==> src/rtl/pwin_pkg.sv <==
package pwin_pkg;
  localparam int PORT_W = 32;

  typedef enum logic [1:0] {
    RK_IN  = 2'd0,
    RK_OUT = 2'd1,
    RK_DIR = 2'd2,
    RK_ALT = 2'd3
  } reg_kind_e;

  // Saturate a requested port number to the last existing port.
  function automatic logic [31:0] clamp_port(input logic [31:0] v, input logic [31:0] nports);
    if (v > nports - 32'd1) return nports - 32'd1;
    return v;
  endfunction

  // Masked pin test, inverted for the not-equal sense.
  function automatic logic pin_cond(input logic [PORT_W-1:0] pins,
                                    input logic [PORT_W-1:0] mask,
                                    input logic [PORT_W-1:0] target,
                                    input logic want_ne);
    return ((pins & mask) == target) ^ want_ne;
  endfunction

  // Bits that physically exist in a port whose lowest pin is lsb.
  function automatic logic [PORT_W-1:0] exist_mask(input int lsb);
    logic [PORT_W-1:0] m;
    for (int i = 0; i < PORT_W; i++) m[i] = (i >= lsb);
    return m;
  endfunction
endpackage

==> src/rtl/pwin_sel.sv <==
module pwin_sel
  import pwin_pkg::*;
#(
  parameter int NUM_PORTS = 4,
  parameter int PIN_SHIFT = 4,
  localparam int PSEL_W = $clog2(NUM_PORTS)
) (
  input  logic              clk,
  input  logic              rst_n,
  input  logic              sel_valid,
  input  logic              sel_from_reg,
  input  logic [31:0]       sel_value,
  output logic [PSEL_W-1:0] active_port
);
  logic [31:0] raw_port;
  logic [31:0] clamped;

  assign raw_port = sel_from_reg ? (sel_value >> PIN_SHIFT) : sel_value;
  assign clamped  = clamp_port(raw_port, NUM_PORTS);

  always_ff @(posedge clk or negedge rst_n) begin
    if (!rst_n)         active_port <= '0;
    else if (sel_valid) active_port <= clamped[PSEL_W-1:0];
  end

  // selection only changes on a select strobe
  p_sel_hold_r2: assert property (@(posedge clk) disable iff (!rst_n)
    !sel_valid |=> $stable(active_port));
  // oversized immediate lands on the last port
  p_sel_clamp_r2: assert property (@(posedge clk) disable iff (!rst_n)
    (sel_valid && !sel_from_reg && sel_value >= NUM_PORTS) |=> (active_port == PSEL_W'(NUM_PORTS-1)));
endmodule

==> src/rtl/pwin_bank.sv <==
module pwin_bank
  import pwin_pkg::*;
#(
  parameter int EXIST_LSB = 0,
  localparam int W = PORT_W - EXIST_LSB
) (
  input  logic              clk,
  input  logic              rst_n,
  input  logic [2:0]        we,      // [0] out, [1] dir, [2] alt
  input  logic [W-1:0]      wdata,
  output logic [PORT_W-1:0] out_q,
  output logic [PORT_W-1:0] dir_q,
  output logic [PORT_W-1:0] alt_q
);
  logic [W-1:0] lat [3];

  for (genvar k = 0; k < 3; k++) begin : g_lat
    always_ff @(posedge clk or negedge rst_n) begin
      if (!rst_n)     lat[k] <= '0;
      else if (we[k]) lat[k] <= wdata;
    end
    // a latch without its strobe keeps its value
    p_hold_r5: assert property (@(posedge clk) disable iff (!rst_n)
      !we[k] |=> $stable(lat[k]));
  end

  if (EXIST_LSB > 0) begin : g_partial
    assign out_q = {lat[0], {EXIST_LSB{1'b0}}};
    assign dir_q = {lat[1], {EXIST_LSB{1'b0}}};
    assign alt_q = {lat[2], {EXIST_LSB{1'b0}}};
  end else begin : g_full
    assign out_q = lat[0];
    assign dir_q = lat[1];
    assign alt_q = lat[2];
  end
endmodule

==> src/rtl/pwin_wait.sv <==
module pwin_wait
  import pwin_pkg::*;
#(
  parameter int TMO_W = 32
) (
  input  logic              clk,
  input  logic              rst_n,
  input  logic              start,
  input  logic              want_ne,
  input  logic [PORT_W-1:0] mask,
  input  logic [PORT_W-1:0] target,
  input  logic [TMO_W-1:0]  timeout,
  input  logic [PORT_W-1:0] port_pins,
  output logic              busy,
  output logic              done,
  output logic              carry
);
  logic              ne_q, forever_q;
  logic [PORT_W-1:0] mask_q, tgt_q;
  logic [TMO_W-1:0]  cnt_q;
  logic              hit, expire;

  assign hit    = busy && pin_cond(port_pins, mask_q, tgt_q, ne_q);
  assign expire = busy && !forever_q && (cnt_q == TMO_W'(1));

  always_ff @(posedge clk or negedge rst_n) begin
    if (!rst_n) begin
      busy <= 1'b0; done <= 1'b0; carry <= 1'b0;
      ne_q <= 1'b0; forever_q <= 1'b0;
      mask_q <= '0; tgt_q <= '0; cnt_q <= '0;
    end else begin
      done <= 1'b0;
      if (!busy) begin
        if (start) begin
          busy      <= 1'b1;
          ne_q      <= want_ne;
          mask_q    <= mask;
          tgt_q     <= target;
          cnt_q     <= timeout;
          forever_q <= (timeout == '0);
        end
      end else if (hit) begin
        busy <= 1'b0; done <= 1'b1; carry <= 1'b0;
      end else if (expire) begin
        busy <= 1'b0; done <= 1'b1; carry <= 1'b1;
      end else if (!forever_q) begin
        cnt_q <= cnt_q - TMO_W'(1);
      end
    end
  end

  // an accepted start makes the unit busy
  p_start_busy_r7: assert property (@(posedge clk) disable iff (!rst_n)
    (start && !busy) |=> busy);
  // completion only directly after a busy cycle
  p_done_after_busy_r7: assert property (@(posedge clk) disable iff (!rst_n)
    done |-> (!busy && $past(busy)));
  // carry only rises on budget expiry
  p_carry_expire_r8: assert property (@(posedge clk) disable iff (!rst_n)
    $rose(carry) |-> $past(expire));
  // unlimited wait never ends with carry
  p_forever_nocarry_r9: assert property (@(posedge clk) disable iff (!rst_n)
    (done && $past(forever_q)) |-> !carry);
  // a running wait keeps its operands despite new starts
  p_no_restart_r10: assert property (@(posedge clk) disable iff (!rst_n)
    (busy && !hit && !expire) |=> (busy && $stable(mask_q) && $stable(tgt_q) && $stable(ne_q)));
endmodule

==> src/rtl/port_window.sv <==
module port_window
  import pwin_pkg::*;
#(
  parameter int          NUM_PORTS   = 4,
  parameter int          PIN_SHIFT   = 4,
  parameter int          PARTIAL_LSB = 24,
  parameter int          ADDR_W      = 9,
  parameter logic [8:0]  WIN_BASE    = 9'h1FC,
  parameter int          TMO_W       = 32,
  localparam int         PSEL_W      = $clog2(NUM_PORTS),
  localparam int         ALL_W       = NUM_PORTS * PORT_W
) (
  input  logic              clk,
  input  logic              rst_n,
  input  logic              sel_valid,
  input  logic              sel_from_reg,
  input  logic [31:0]       sel_value,
  input  logic [ADDR_W-1:0] reg_addr,
  input  logic              reg_wr,
  input  logic [31:0]       reg_wdata,
  output logic [31:0]       reg_rdata,
  output logic              reg_hit,
  input  logic [ALL_W-1:0]  pin_in,
  output logic [ALL_W-1:0]  pin_out,
  output logic [ALL_W-1:0]  pin_dir,
  output logic [ALL_W-1:0]  pin_alt,
  input  logic              wait_start,
  input  logic              wait_ne,
  input  logic [31:0]       wait_mask,
  input  logic [31:0]       wait_target,
  input  logic [TMO_W-1:0]  wait_timeout,
  output logic              wait_busy,
  output logic              wait_done,
  output logic              wait_carry
);
  logic [PSEL_W-1:0] active_port;
  reg_kind_e         kind;
  logic [PORT_W-1:0] in_m  [NUM_PORTS];
  logic [PORT_W-1:0] out_a [NUM_PORTS];
  logic [PORT_W-1:0] dir_a [NUM_PORTS];
  logic [PORT_W-1:0] alt_a [NUM_PORTS];
  logic              wr_hit;

  pwin_sel #(.NUM_PORTS(NUM_PORTS), .PIN_SHIFT(PIN_SHIFT)) u_sel (
    .clk(clk), .rst_n(rst_n), .sel_valid(sel_valid), .sel_from_reg(sel_from_reg),
    .sel_value(sel_value), .active_port(active_port));

  assign reg_hit = (reg_addr[ADDR_W-1:2] == WIN_BASE[ADDR_W-1:2]);
  assign kind    = reg_kind_e'(reg_addr[1:0]);
  assign wr_hit  = reg_wr && reg_hit && (kind != RK_IN);

  for (genvar p = 0; p < NUM_PORTS; p++) begin : g_port
    localparam int LSB = (p == NUM_PORTS - 1) ? PARTIAL_LSB : 0;
    logic [2:0] we;
    logic       mine;

    assign mine  = wr_hit && (active_port == PSEL_W'(p));
    assign we[0] = mine && (kind == RK_OUT);
    assign we[1] = mine && (kind == RK_DIR);
    assign we[2] = mine && (kind == RK_ALT);
    assign in_m[p] = pin_in[p*PORT_W +: PORT_W] & exist_mask(LSB);

    pwin_bank #(.EXIST_LSB(LSB)) u_bank (
      .clk(clk), .rst_n(rst_n), .we(we), .wdata(reg_wdata[PORT_W-1:LSB]),
      .out_q(out_a[p]), .dir_q(dir_a[p]), .alt_q(alt_a[p]));

    assign pin_out[p*PORT_W +: PORT_W] = out_a[p];
    assign pin_dir[p*PORT_W +: PORT_W] = dir_a[p];
    assign pin_alt[p*PORT_W +: PORT_W] = alt_a[p];
  end

  always_comb begin
    reg_rdata = '0;
    if (reg_hit) begin
      unique case (kind)
        RK_IN:   reg_rdata = in_m[active_port];
        RK_OUT:  reg_rdata = out_a[active_port];
        RK_DIR:  reg_rdata = dir_a[active_port];
        RK_ALT:  reg_rdata = alt_a[active_port];
        default: reg_rdata = '0;
      endcase
    end
  end

  pwin_wait #(.TMO_W(TMO_W)) u_wait (
    .clk(clk), .rst_n(rst_n), .start(wait_start), .want_ne(wait_ne),
    .mask(wait_mask), .target(wait_target), .timeout(wait_timeout),
    .port_pins(in_m[active_port]), .busy(wait_busy), .done(wait_done), .carry(wait_carry));

  // a write aimed at the input address alters no latch
  p_in_readonly_r4: assert property (@(posedge clk) disable iff (!rst_n)
    (reg_wr && reg_hit && kind == RK_IN) |=> ($stable(pin_out) && $stable(pin_dir) && $stable(pin_alt)));
  // writes outside the window alter no latch
  p_miss_nowrite_r4: assert property (@(posedge clk) disable iff (!rst_n)
    (reg_wr && !reg_hit) |=> ($stable(pin_out) && $stable(pin_dir) && $stable(pin_alt)));
endmodule

==> config.mk <==
export PLATFORM = sky130hd
export DESIGN_NAME = port_window
export DESIGN_NICKNAME = d
export VERILOG_FILES = /design/src/rtl/pwin_pkg.sv /design/src/rtl/pwin_sel.sv /design/src/rtl/pwin_bank.sv /design/src/rtl/pwin_wait.sv /design/src/rtl/port_window.sv
export SDC_FILE = /design/constraint.sdc
export NUM_CORES = 1
export LEC_CHECK = 0
export BUFFER_PORTS_ARGS = -buffer_cell sky130_fd_sc_hd__buf_4
export CELL_PAD_IN_SITES_DETAIL_PLACEMENT = 1
export CELL_PAD_IN_SITES_GLOBAL_PLACEMENT = 1
export CORE_AREA = 2 2 283 285
export CTS_CLUSTER_SIZE = 28
export DETAILED_ROUTE_END_ITERATION = 12
export DIE_AREA = 0 0 285 287
export PLACE_DENSITY = 0.6
export SLEW_MARGIN = 20
export SYNTH_ARGS = -nofsm -noshare
export SYNTH_HDL_FRONTEND = slang
export SYNTH_SLANG_ARGS = --single-unit
export TNS_END_PERCENT = 100
==> constraint.sdc <==
create_clock -name clk -period 8.45 [get_ports clk]
set_input_delay 1.69 -clock clk [delete_from_list [all_inputs] [get_ports clk]]
set_output_delay 1.69 -clock clk [all_outputs]
set_load 0.02 [all_outputs]
# Word-level counts from Yosys, hierarchy flattened
# Index checks and enable logic that the tools add are counted.
[totals]
out_inout_bits = 420
input_bits = 304
wordCells = 103
regBits = 415
[classes]
mux = 32
bitwise_logic = 4
order_cmp = 2
reduce_logical = 31
n_eq_ne = 12
n_addsub = 1
[ops]
columns = ["operator", "n"]
rows = [
  ["$mux W32", 15],
  ["$bmux W32 S2", 4],
  ["$pmux W32 S4", 1],
  ["$and A32 B32 Y32", 1],
  ["$eq A32 B1 Y1 const B", 1],
  ["$eq A32 B32 Y1", 1],
  ["$gt A32 B2 Y1 const B", 1],
  ["$logic_not A32 Y1", 1],
  ["$sub A32 B1 Y32 const B", 1],
  ["$logic_and A1 B1 Y1", 21],
  ["$mux W1", 10],
  ["$eq A2 B2 Y1 const B", 4],
  ["$eq A7 B7 Y1 const B", 1],
  ["$ne A2 B2 Y1 const B", 3],
  ["$reduce_bool A2 Y1", 3],
  ["$eq A2 B1 Y1 const B", 2],
  ["$logic_not A2 Y1", 2],
  ["$mux W2", 2],
  ["$reduce_and A2 Y1", 2],
  ["$reduce_and A4 Y1", 1],
  ["$ge A3 B3 Y1 const B", 1],
  ["$not A2 Y3", 1],
  ["$logic_not A1 Y1", 1],
  ["$not A1 Y1", 1],
  ["$xor A1 B1 Y1", 1],
]

# Depth between registers and ports, before layout
# Gate-level depths: netlist of run 1.
[logic_depth]
depth_word = 10
depth_mapped = 12
mapped_depth_nobuf = 11

# By module
# Synthesis of run 1 repeated with hierarchy kept, for this count alone.
[hier_totals]
cells_unflattened = 1820
hier_area_um2 = 23651.4
[by_module_without_submodules]
columns = ["module", "n_inst", "area_each_um2", "cells_each", "seq_area_each_um2"]
rows = [
  ["pwin_bank at g_port[0].u_bank ...", 3, 4035.1, 204, 2402.3],
  ["pwin_wait", 1, 5534.1, 651, 2527.4],
  ["port_window", 1, 4312.9, 413, 0.0],
  ["pwin_bank at g_port[3].u_bank", 1, 1539.0, 124, 600.6],
  ["pwin_sel", 1, 160.2, 20, 50.0],
]

# Worst setup path after synthesis of run 1
# No wires, ideal clock.
[synth_path]
path_kind = "input to output"
start = "input reg_addr[0]"
end = "output reg_rdata[10]"
path_slack_ns = 3.379
t_required_ns = 6.760
t_arrival_ns = 3.381
path_buffers = 3
path_stages = 7
cell_sequence = "clkbuf_1 clkinv_1 clkbuf_1 clkbuf_1 a221o_1 o21ai_0 a21oi_1"
[synth_between]
elab_chain_cells = 3
word_cells_on_any_way = 6
classes_between = "eq/ne (3); mux (2); reduce/logical (1)"
[synth_lines]
columns = ["element", "line", "text"]
rows = [
  ["start: declaration", "port_window.sv:18", "input logic [ADDR_W-1:0] reg_addr,"],
  ["$eq A2 B2 Y1 (tied with other cells)", "port_window.sv:75", "unique case (kind)"],
  ["$pmux W32 S4 (*)", "port_window.sv:75", ""],
  ["$mux W32 (*)", "port_window.sv:74", "if (reg_hit) begin"],
  ["end: declaration", "port_window.sv:21", "output logic [31:0] reg_rdata,"],
]
# Mark *: on every way between the ends. The rest lies on a longest branch, timed or not.

# Final worst setup path of run 1
[layout_path]
start = "register u_sel.active_port[1]"
end = "output reg_rdata[0]"
[layout_between]
elab_chain_cells = 6
word_cells_on_any_way = 15
classes_between = "mux (14); bitwise (1)"
[layout_lines]
columns = ["element", "line", "text"]
rows = [
  ["start: declaration", "pwin_sel.sv:13", "output logic [PSEL_W-1:0] active_port"],
  ["start signal: assignment", "pwin_sel.sv:23", "else if (sel_valid) active_port <= clamped[PSEL_W-1:0];"],
  ["$not A2 Y3 (implied by the code) (*)", "--", ""],
  ["$bmux W32 S2, on equally long branches", "--", ""],
  ["$mux W32, on equally long branches (2 in a row)", "--", ""],
  ["$pmux W32 S4 (*)", "port_window.sv:75", ""],
  ["$mux W32 (*)", "port_window.sv:74", ""],
]
# Mark *: on every way between the ends. The rest lies on a longest branch, timed or not. The select of a mux whose other input is x is not followed.

==> results by group, run 1 <==
STA
  • Fin. max-slew vios: 0
  • Setup violators final: 0
  • Slew @ Worst Pin: 1.183 ns
  • Clk_skew: 0.03368 ns
  • Tmin final: 5.536 ns
  • Crit share post-route: 0.6552
  • RSZ-0062 raised after global routing: false
  • Final Hold Viols: 0
  • Final WS setup: 2.914 ns
  • Max Fclk: 0.1806 GHz
  • TNS Setup: 0 ns
  • Relative slew slack: 0.2032

Synth
  • Mean Syn Cell Area: 11.17 um^2
  • Synthesized flop and latch total: 415
  • Synth Area in Compound Gates: 0.09573
  • Seq/Total Area, Yosys: 0.4772
  • Synth cell types: 69
  • Yosys Warn Count: 0
  • Synthesized netlist cell count: 1948
  • Post-Synth XOR/XNOR Area: 0.004772
  • Mux contribution to synthesized area: 0.2609
  • Largest family of logic cells by synthesized area: multiplexers
  • Synth async-reset ratio: 1.000
  • Adder-cell share of the synthesized area: 0.001150
  • Top FF cell, synth: dfrtp_1
  • Post-synth design cell area: 0.02176 mm^2
  • Number of synthesized flops with an enable pin: 0
  • Synth Area in Simple Gates: 0.1045

Cells and area
  • Layout cells sized above 1: 0.4515
  • Fill count: 8734
  • FF/Latch Area: 0.01039 mm^2
  • Area grow syn2layout: 34.23%
  • Nets: 2842
  • Area of the multi-input gates: 0.01049 mm^2

GRT
  • Number of global-route vias before repair: 19855
  • Pin count of the biggest net entering global routing: 139
  • Grt ovf: 0
  • Antenna violations before repair: 11
  • Global-route usage over all layers: 0.2359
  • First-pass GRT wire length: 142.6 mm

Placement
  • Worst slack, placed: 2.895 ns
  • Post-DP HPWL: 72.87 mm
  • Gpl congestion: 0.8835
  • PortBufs: 627

Critical path
  • Startpoint types: register
  • R2r setup slk: 3.48 ns
  • Arrival @ worst endpoint: 3.85 ns
  • Critical path class: reg -> out
  • CP startpoint: u_sel.active_port[1]
  • FF-to-FF End: u_wait.cnt_q[19]
  • Critical path peak fanout: 82
  • Worst R2R Start: u_sel.active_port[1]
  • Reg2Reg Depth: 10
  • CP Data Required Time: 6.76 ns
  • Kind of end point of the critical path: output port

Floorplanning
  • CORE AREA: 0.07861 mm^2
  • Cell row count: 103
  • Die span in x: 285 um
  • Die area: 0.08180 mm^2
  • IO Count: 724
  • Die Height: 287 um
  • Initial Utilization: 0.2768

Hold path
  • Worst min-delay path startpoint: u_wait.mask_q[29]
  • WHS Endpoint: u_wait.mask_q[29]
  • Hold path cells: 2
  • Worst hold-check path type: reg -> reg

CTS
  • CTS tree: built
  • TritonCTS Buffers: 53
  • Clock Tree Root: clkbuf_16
  • Clk buf depth: 3
  • PostCTS Resize Cnt: 0
  • Clock Pin Slew Worst Setup and Hold Paths: 0.06 ns
  • Post-CTS setup buffers: 0
  • Hold_buf cts: 0
  • Clock Latency Late Sink: 0.63 ns
  • # H-tree levels: 2
  • CTS Sinks: 415

Outcome
  • Status: completed

Route
  • DR WL/cell: 27.49 um
  • Residual DRC count: 0
  • TritonRoute pass-1 iters: 4
  • Routed Antenna Nets: 0
  • DR iter-0 viols: 968
  • Via Count: 18526
  • Post-Route WL: 99.85 mm
  • Vias per cell: 5.101

Power
  • Lkg Pwr: 14.86 nW
  • Peak supply drop: 0.1614 mV
  • PD cells: 214.0 mW/mm^2
  • Overall Power: 0.006250 W

Job
  • Max cap viols: 0
-- critical path: stages, from the launching register on --
cell and delay [ns]:
dfrtp_4 0.82, buf_12 0.53, mux2i_1 0.84, o21ai_0 0.48
nand3_1 0.20, a21oi_1 0.06, buf_4 0.20
-- logic make-up after synthesis --
kind of cell / Yosys count
multiplexers: 470
adder cells (fa/ha/maj): 2
AO/OA/AOI/OAI: 324
flip-flops: 415
buffers and inverters: 240
AND/OR/NAND/NOR: 485
other: 1
XOR/XNOR: 11
-- worst max-delay path by stage --
| stage | to | slack, ns | cells after the start |
|---|---|---|---|
| floorplan | reg_rdata[10] | 3.38 | 7 |
| global route | reg_rdata[0] | 2.75 | 6 |
| detailed placement | g_port[0].u_bank.dir_q[6] | 2.90 | 9 |
| CTS | reg_rdata[8] | 2.82 | 6 |
| global placement | reg_rdata[17] | 2.90 | 8 |
| finish | reg_rdata[0] | 2.91 | 6 |
-- synthesized netlist by cell type (11+ instances only) --
cell type,count,share of area
o21ai_0,95,0.022
a221oi_1,11,0.0044
nor4_1,25,0.0072
buf_1,29,0.0050
dfrtp_1,415,0.48
nand4_1,17,0.0049
o22ai_1,19,0.0055
nand2_1,214,0.037
nand3_1,40,0.0092
mux2_2,334,0.17
a221o_1,15,0.0069
nor2_1,77,0.013
clkbuf_1,83,0.014
buf_2,15,0.0034
nor3_1,27,0.0062
a21oi_1,98,0.023
mux2i_1,91,0.042
nand2b_1,13,0.0037
buf_4,75,0.026
mux4_2,44,0.046
inv_1,34,0.0059
nor2b_1,17,0.0049
-- stage by stage --
stage / cell area, um^2 / utilization / hold slack (ns) / instances
2_1_floorplan: 22030 / - / 0.4455 / 2019
3_3_place_gp: 27380 / 0.3483 / 0.4579 / 3531
3_5_place_dp: 27380 / 0.3483 / 0.4661 / 3531
4_1_cts: 29200 / 0.3714 / 0.4809 / 3628
5_1_grt: 29210 / 0.3715 / 0.5110 / 3631
6_report: 29210 / 0.3716 / 0.4786 / 3632
-- routing by layer --
metal	GRT usage	wire, um	vias to the layer above
met3	0.05214	5650	150
met5	0	67	-
met2	0.4040	49190	576
met1	0.2962	41860	9661
li1	-	-	8129
met4	0.07369	3081	10
-- area by class of cell --
class | count | area share
timing repair buffer | 665 | 0.1729
clock inverter | 26 | 0.01118
sequential | 415 | 0.3558
multi-input combinational | 1364 | 0.3589
inverter | 37 | 0.004755
tap | 1050 | 0.04498
antenna | 4 | 0.0003427
clock buffer | 71 | 0.05114
-- registers in the layout, summed over array words and instances (netlist names) --
register and flops:
g_port.u_bank.alt_q 104, g_port.u_bank.dir_q 104, g_port.u_bank.out_q 104, u_wait.cnt_q 32
u_wait.mask_q 32, u_wait.tgt_q 32, u_sel.active_port 2, u_wait.busy 1
u_wait.carry 1, u_wait.done 1, u_wait.forever_q 1, u_wait.ne_q 1
-- placed cells by master, fill, tap and decap left out, types with 25 or more instances in the layout --
cell type and count:
nand3_1 40, buf_4 660, mux2i_1 91, inv_1 34
mux4_2 44, dfrtp_1 413, nor2_1 74, mux2_2 334
conb_1 72, clkbuf_16 53, a21oi_1 98, nor4_1 25
o21ai_0 94, nor3_1 25, nand2_1 211
-- power by group --
part | leakage, nW | internal (W) | switching, W
clock network | 0.906 | 0.00140 | 0.000962
registers | 5.61 | 0.00223 | 0.000287
logic | 8.35 | 0.000525 | 0.000846
total | 14.9 | 0.00415 | 0.00210
(Power assumes the default switching activity.)
==> run 2: changes to the inputs <==
--- a/config.mk
+++ b/config.mk
@@ -8,11 +8,11 @@
 export BUFFER_PORTS_ARGS = -buffer_cell sky130_fd_sc_hd__buf_4
 export CELL_PAD_IN_SITES_DETAIL_PLACEMENT = 1
 export CELL_PAD_IN_SITES_GLOBAL_PLACEMENT = 1
-export CORE_AREA = 2 2 283 285
+export CORE_AREA = 2 2 286 288
 export CTS_CLUSTER_SIZE = 28
 export DETAILED_ROUTE_END_ITERATION = 12
-export DIE_AREA = 0 0 285 287
-export PLACE_DENSITY = 0.6
+export DIE_AREA = 0 0 288 290
+export PLACE_DENSITY = 0.59
 export SLEW_MARGIN = 20
 export SYNTH_ARGS = -nofsm -noshare
 export SYNTH_HDL_FRONTEND = slang
==> constraint.sdc (replaced) <==
create_clock -name clk -period 5.7 [get_ports clk]
set_input_delay 1.14 -clock clk [delete_from_list [all_inputs] [get_ports clk]]
set_output_delay 1.14 -clock clk [all_outputs]
set_load 0.02 [all_outputs]
==> run 2 against run 1 <==
  * Utilization decreased by 0.59 points
  * Power increased by 47%
  * Register-to-register slack got worse by 2.3 ns
  * Sequential power increased by 49%
  * Non-clock buffer count increased by 13
==> results by group, run 2 (synthesized netlist as in run 1, its figures left out) <==
Outcome
  • Status: completed

CTS
  • Post-CTS setup buffers: 0
  • CTS Sinks: 415
  • Hold_buf cts: 0
  • Clock Tree Root: clkbuf_16
  • TritonCTS Buffers: 51
  • Clock Latency Late Sink: 0.62 ns
  • # H-tree levels: 2
  • CTS tree: built
  • PostCTS Resize Cnt: 0
  • Clock Pin Slew Worst Setup and Hold Paths: 0.05 ns
  • Clk buf depth: 3

STA
  • Tmin final: 4.891 ns
  • Slew @ Worst Pin: 1.192 ns
  • RSZ-0062 raised after global routing: false
  • Max Fclk: 0.2045 GHz
  • Clk_skew: 0.02549 ns
  • Crit share post-route: 0.8580
  • Relative slew slack: 0.1970
  • Fin. max-slew vios: 0
  • TNS Setup: 0 ns
  • Final Hold Viols: 0
  • Setup violators final: 0
  • Hold slack: 0.4852 ns

Cells and area
  • Layout cells sized above 1: 0.4517
  • Area grow syn2layout: 34.71%
  • Fill count: 8936
  • Design Area, Final: 0.02931 mm^2
  • Nets: 2853
  • Commonest non-fill, non-tap cell in the layout: buf_4
  • Most frequent cells in the layout: buf_4, dfrtp_1, mux2_2, nand2_1, a21oi_1

Hold path
  • Worst hold-check path type: reg -> reg
  • Hold path cells: 2

Power
  • Overall Power: 0.009219 W
  • Lkg Pwr: 14.91 nW
  • Peak supply drop: 0.1972 mV
  • PD cells: 314.5 mW/mm^2

Job
  • Max cap viols: 0

GRT
  • Grt ovf: 0
  • Pin count of the biggest net entering global routing: 115
  • First-pass GRT wire length: 145.9 mm
  • Number of global-route vias before repair: 20145
  • Antenna violations before repair: 18
  • Global-route usage over all layers: 0.2381

Placement
  • Gpl congestion: 0.8610
  • PortBufs: 627
  • Post-DP HPWL: 75.06 mm
  • DP Area: 0.02755 mm^2

Route
  • Residual DRC count: 0
  • DR iter-0 viols: 945
  • Routed Antenna Nets: 0
  • Via Count: 18605
  • DR WL/cell: 28.00 um
  • TritonRoute pass-1 iters: 5
  • Vias per cell: 5.096
  • Post-Route WL: 102.2 mm

Critical path
  • Critical path peak fanout: 41
  • CP Data Required Time: 4.56 ns
  • Critical path class: reg -> out
  • Arrival @ worst endpoint: 3.75 ns
  • Kind of end point of the critical path: output port
  • Reg2Reg Depth: 10
  • Startpoint types: register

Floorplanning
  • Cell row count: 104
  • IO Count: 724
  • Die span in x: 288 um
  • Initial Utilization: 0.2715
  • CORE AREA: 0.08016 mm^2
  • Die Height: 290 um
  • Die area: 0.08352 mm^2
==> run 2: cell count changes in the layout (fill, tap and decap cells not counted), moves of 2 or more <==
cell / change
buf_4: +8
clkbuf_16: -2
clkinv_16: -2
buf_12: +5
clkinv_2: -8
inv_16: +2
clkinv_4: -2
clkbuf_8: +4
clkbuf_1: +4
==> run 2: stage by stage <==
stage | cells | setup WS [ns] | utilization
2_1_floorplan | 2019 | 1.729 | -
3_3_place_gp | 3554 | 1.156 | 0.3437
3_5_place_dp | 3554 | 1.121 | 0.3437
4_1_cts | 3646 | 0.8283 | 0.3655
5_1_grt | 3651 | 0.7468 | 0.3657
6_report | 3651 | 0.8093 | 0.3657
==> run 2: area by class of cell <==
| cell class | instances | area [um^2] | area share |
|---|---|---|---|
| Clock inverter | 15 | 236.5 | 0.008067 |
| Clock buffer | 77 | 1514 | 0.05165 |
| Timing Repair Buffer | 678 | 5210 | 0.1777 |
| Multi-Input combinational cell | 1364 | 10480 | 0.3576 |
| Antenna cell | 5 | 12.51 | 0.0004268 |
| Tap cell | 1060 | 1326 | 0.04524 |
| Inverter | 37 | 138.9 | 0.004738 |
| Sequential cell | 415 | 10390 | 0.3545 |
==> run 2: metal layers <==
| metal | vias up | share of wire | track usage |
|---|---|---|---|
| met5 | - | 0.00048 | 0 |
| met4 | 8 | 0.034 | 0.08151 |
| met3 | 150 | 0.066 | 0.05503 |
| met2 | 649 | 0.49 | 0.3993 |
| met1 | 9639 | 0.41 | 0.2994 |
| li1 | 8159 | - | - |
==> run 2: worst max-delay path: stages, from the launching register on <==
cell and delay (ns):
dfrtp_4 0.97, mux2i_1 0.52, buf_4 0.29, o21ai_1 0.69, nand3_1 0.18, a21oi_1 0.23, buf_4 0.18
==> run 2: final timing paths <==
path                                      start                    endpoint  slack, ns
setup reg to reg           u_sel.active_port[1]             u_wait.cnt_q[3]       1.23
hold reg to reg               u_wait.mask_q[25]           u_wait.mask_q[25]       0.49
hold / removal                u_wait.mask_q[25]           u_wait.mask_q[25]       0.49
min in group asynchronous                 rst_n  g_port[2].u_bank.alt_q[13]       0.54
setup / recovery           u_sel.active_port[1]               reg_rdata[18]       0.81
max in group asynchronous                 rst_n  g_port[1].u_bank.out_q[31]       3.85
==> run 2: power by group <==
| group | internal [W] | switching [W] |
|---|---|---|
| clock | 0.00206 | 0.00137 |
| sequential | 0.00330 | 0.000440 |
| combinational | 0.000797 | 0.00125 |
| total | 0.00616 | 0.00306 |
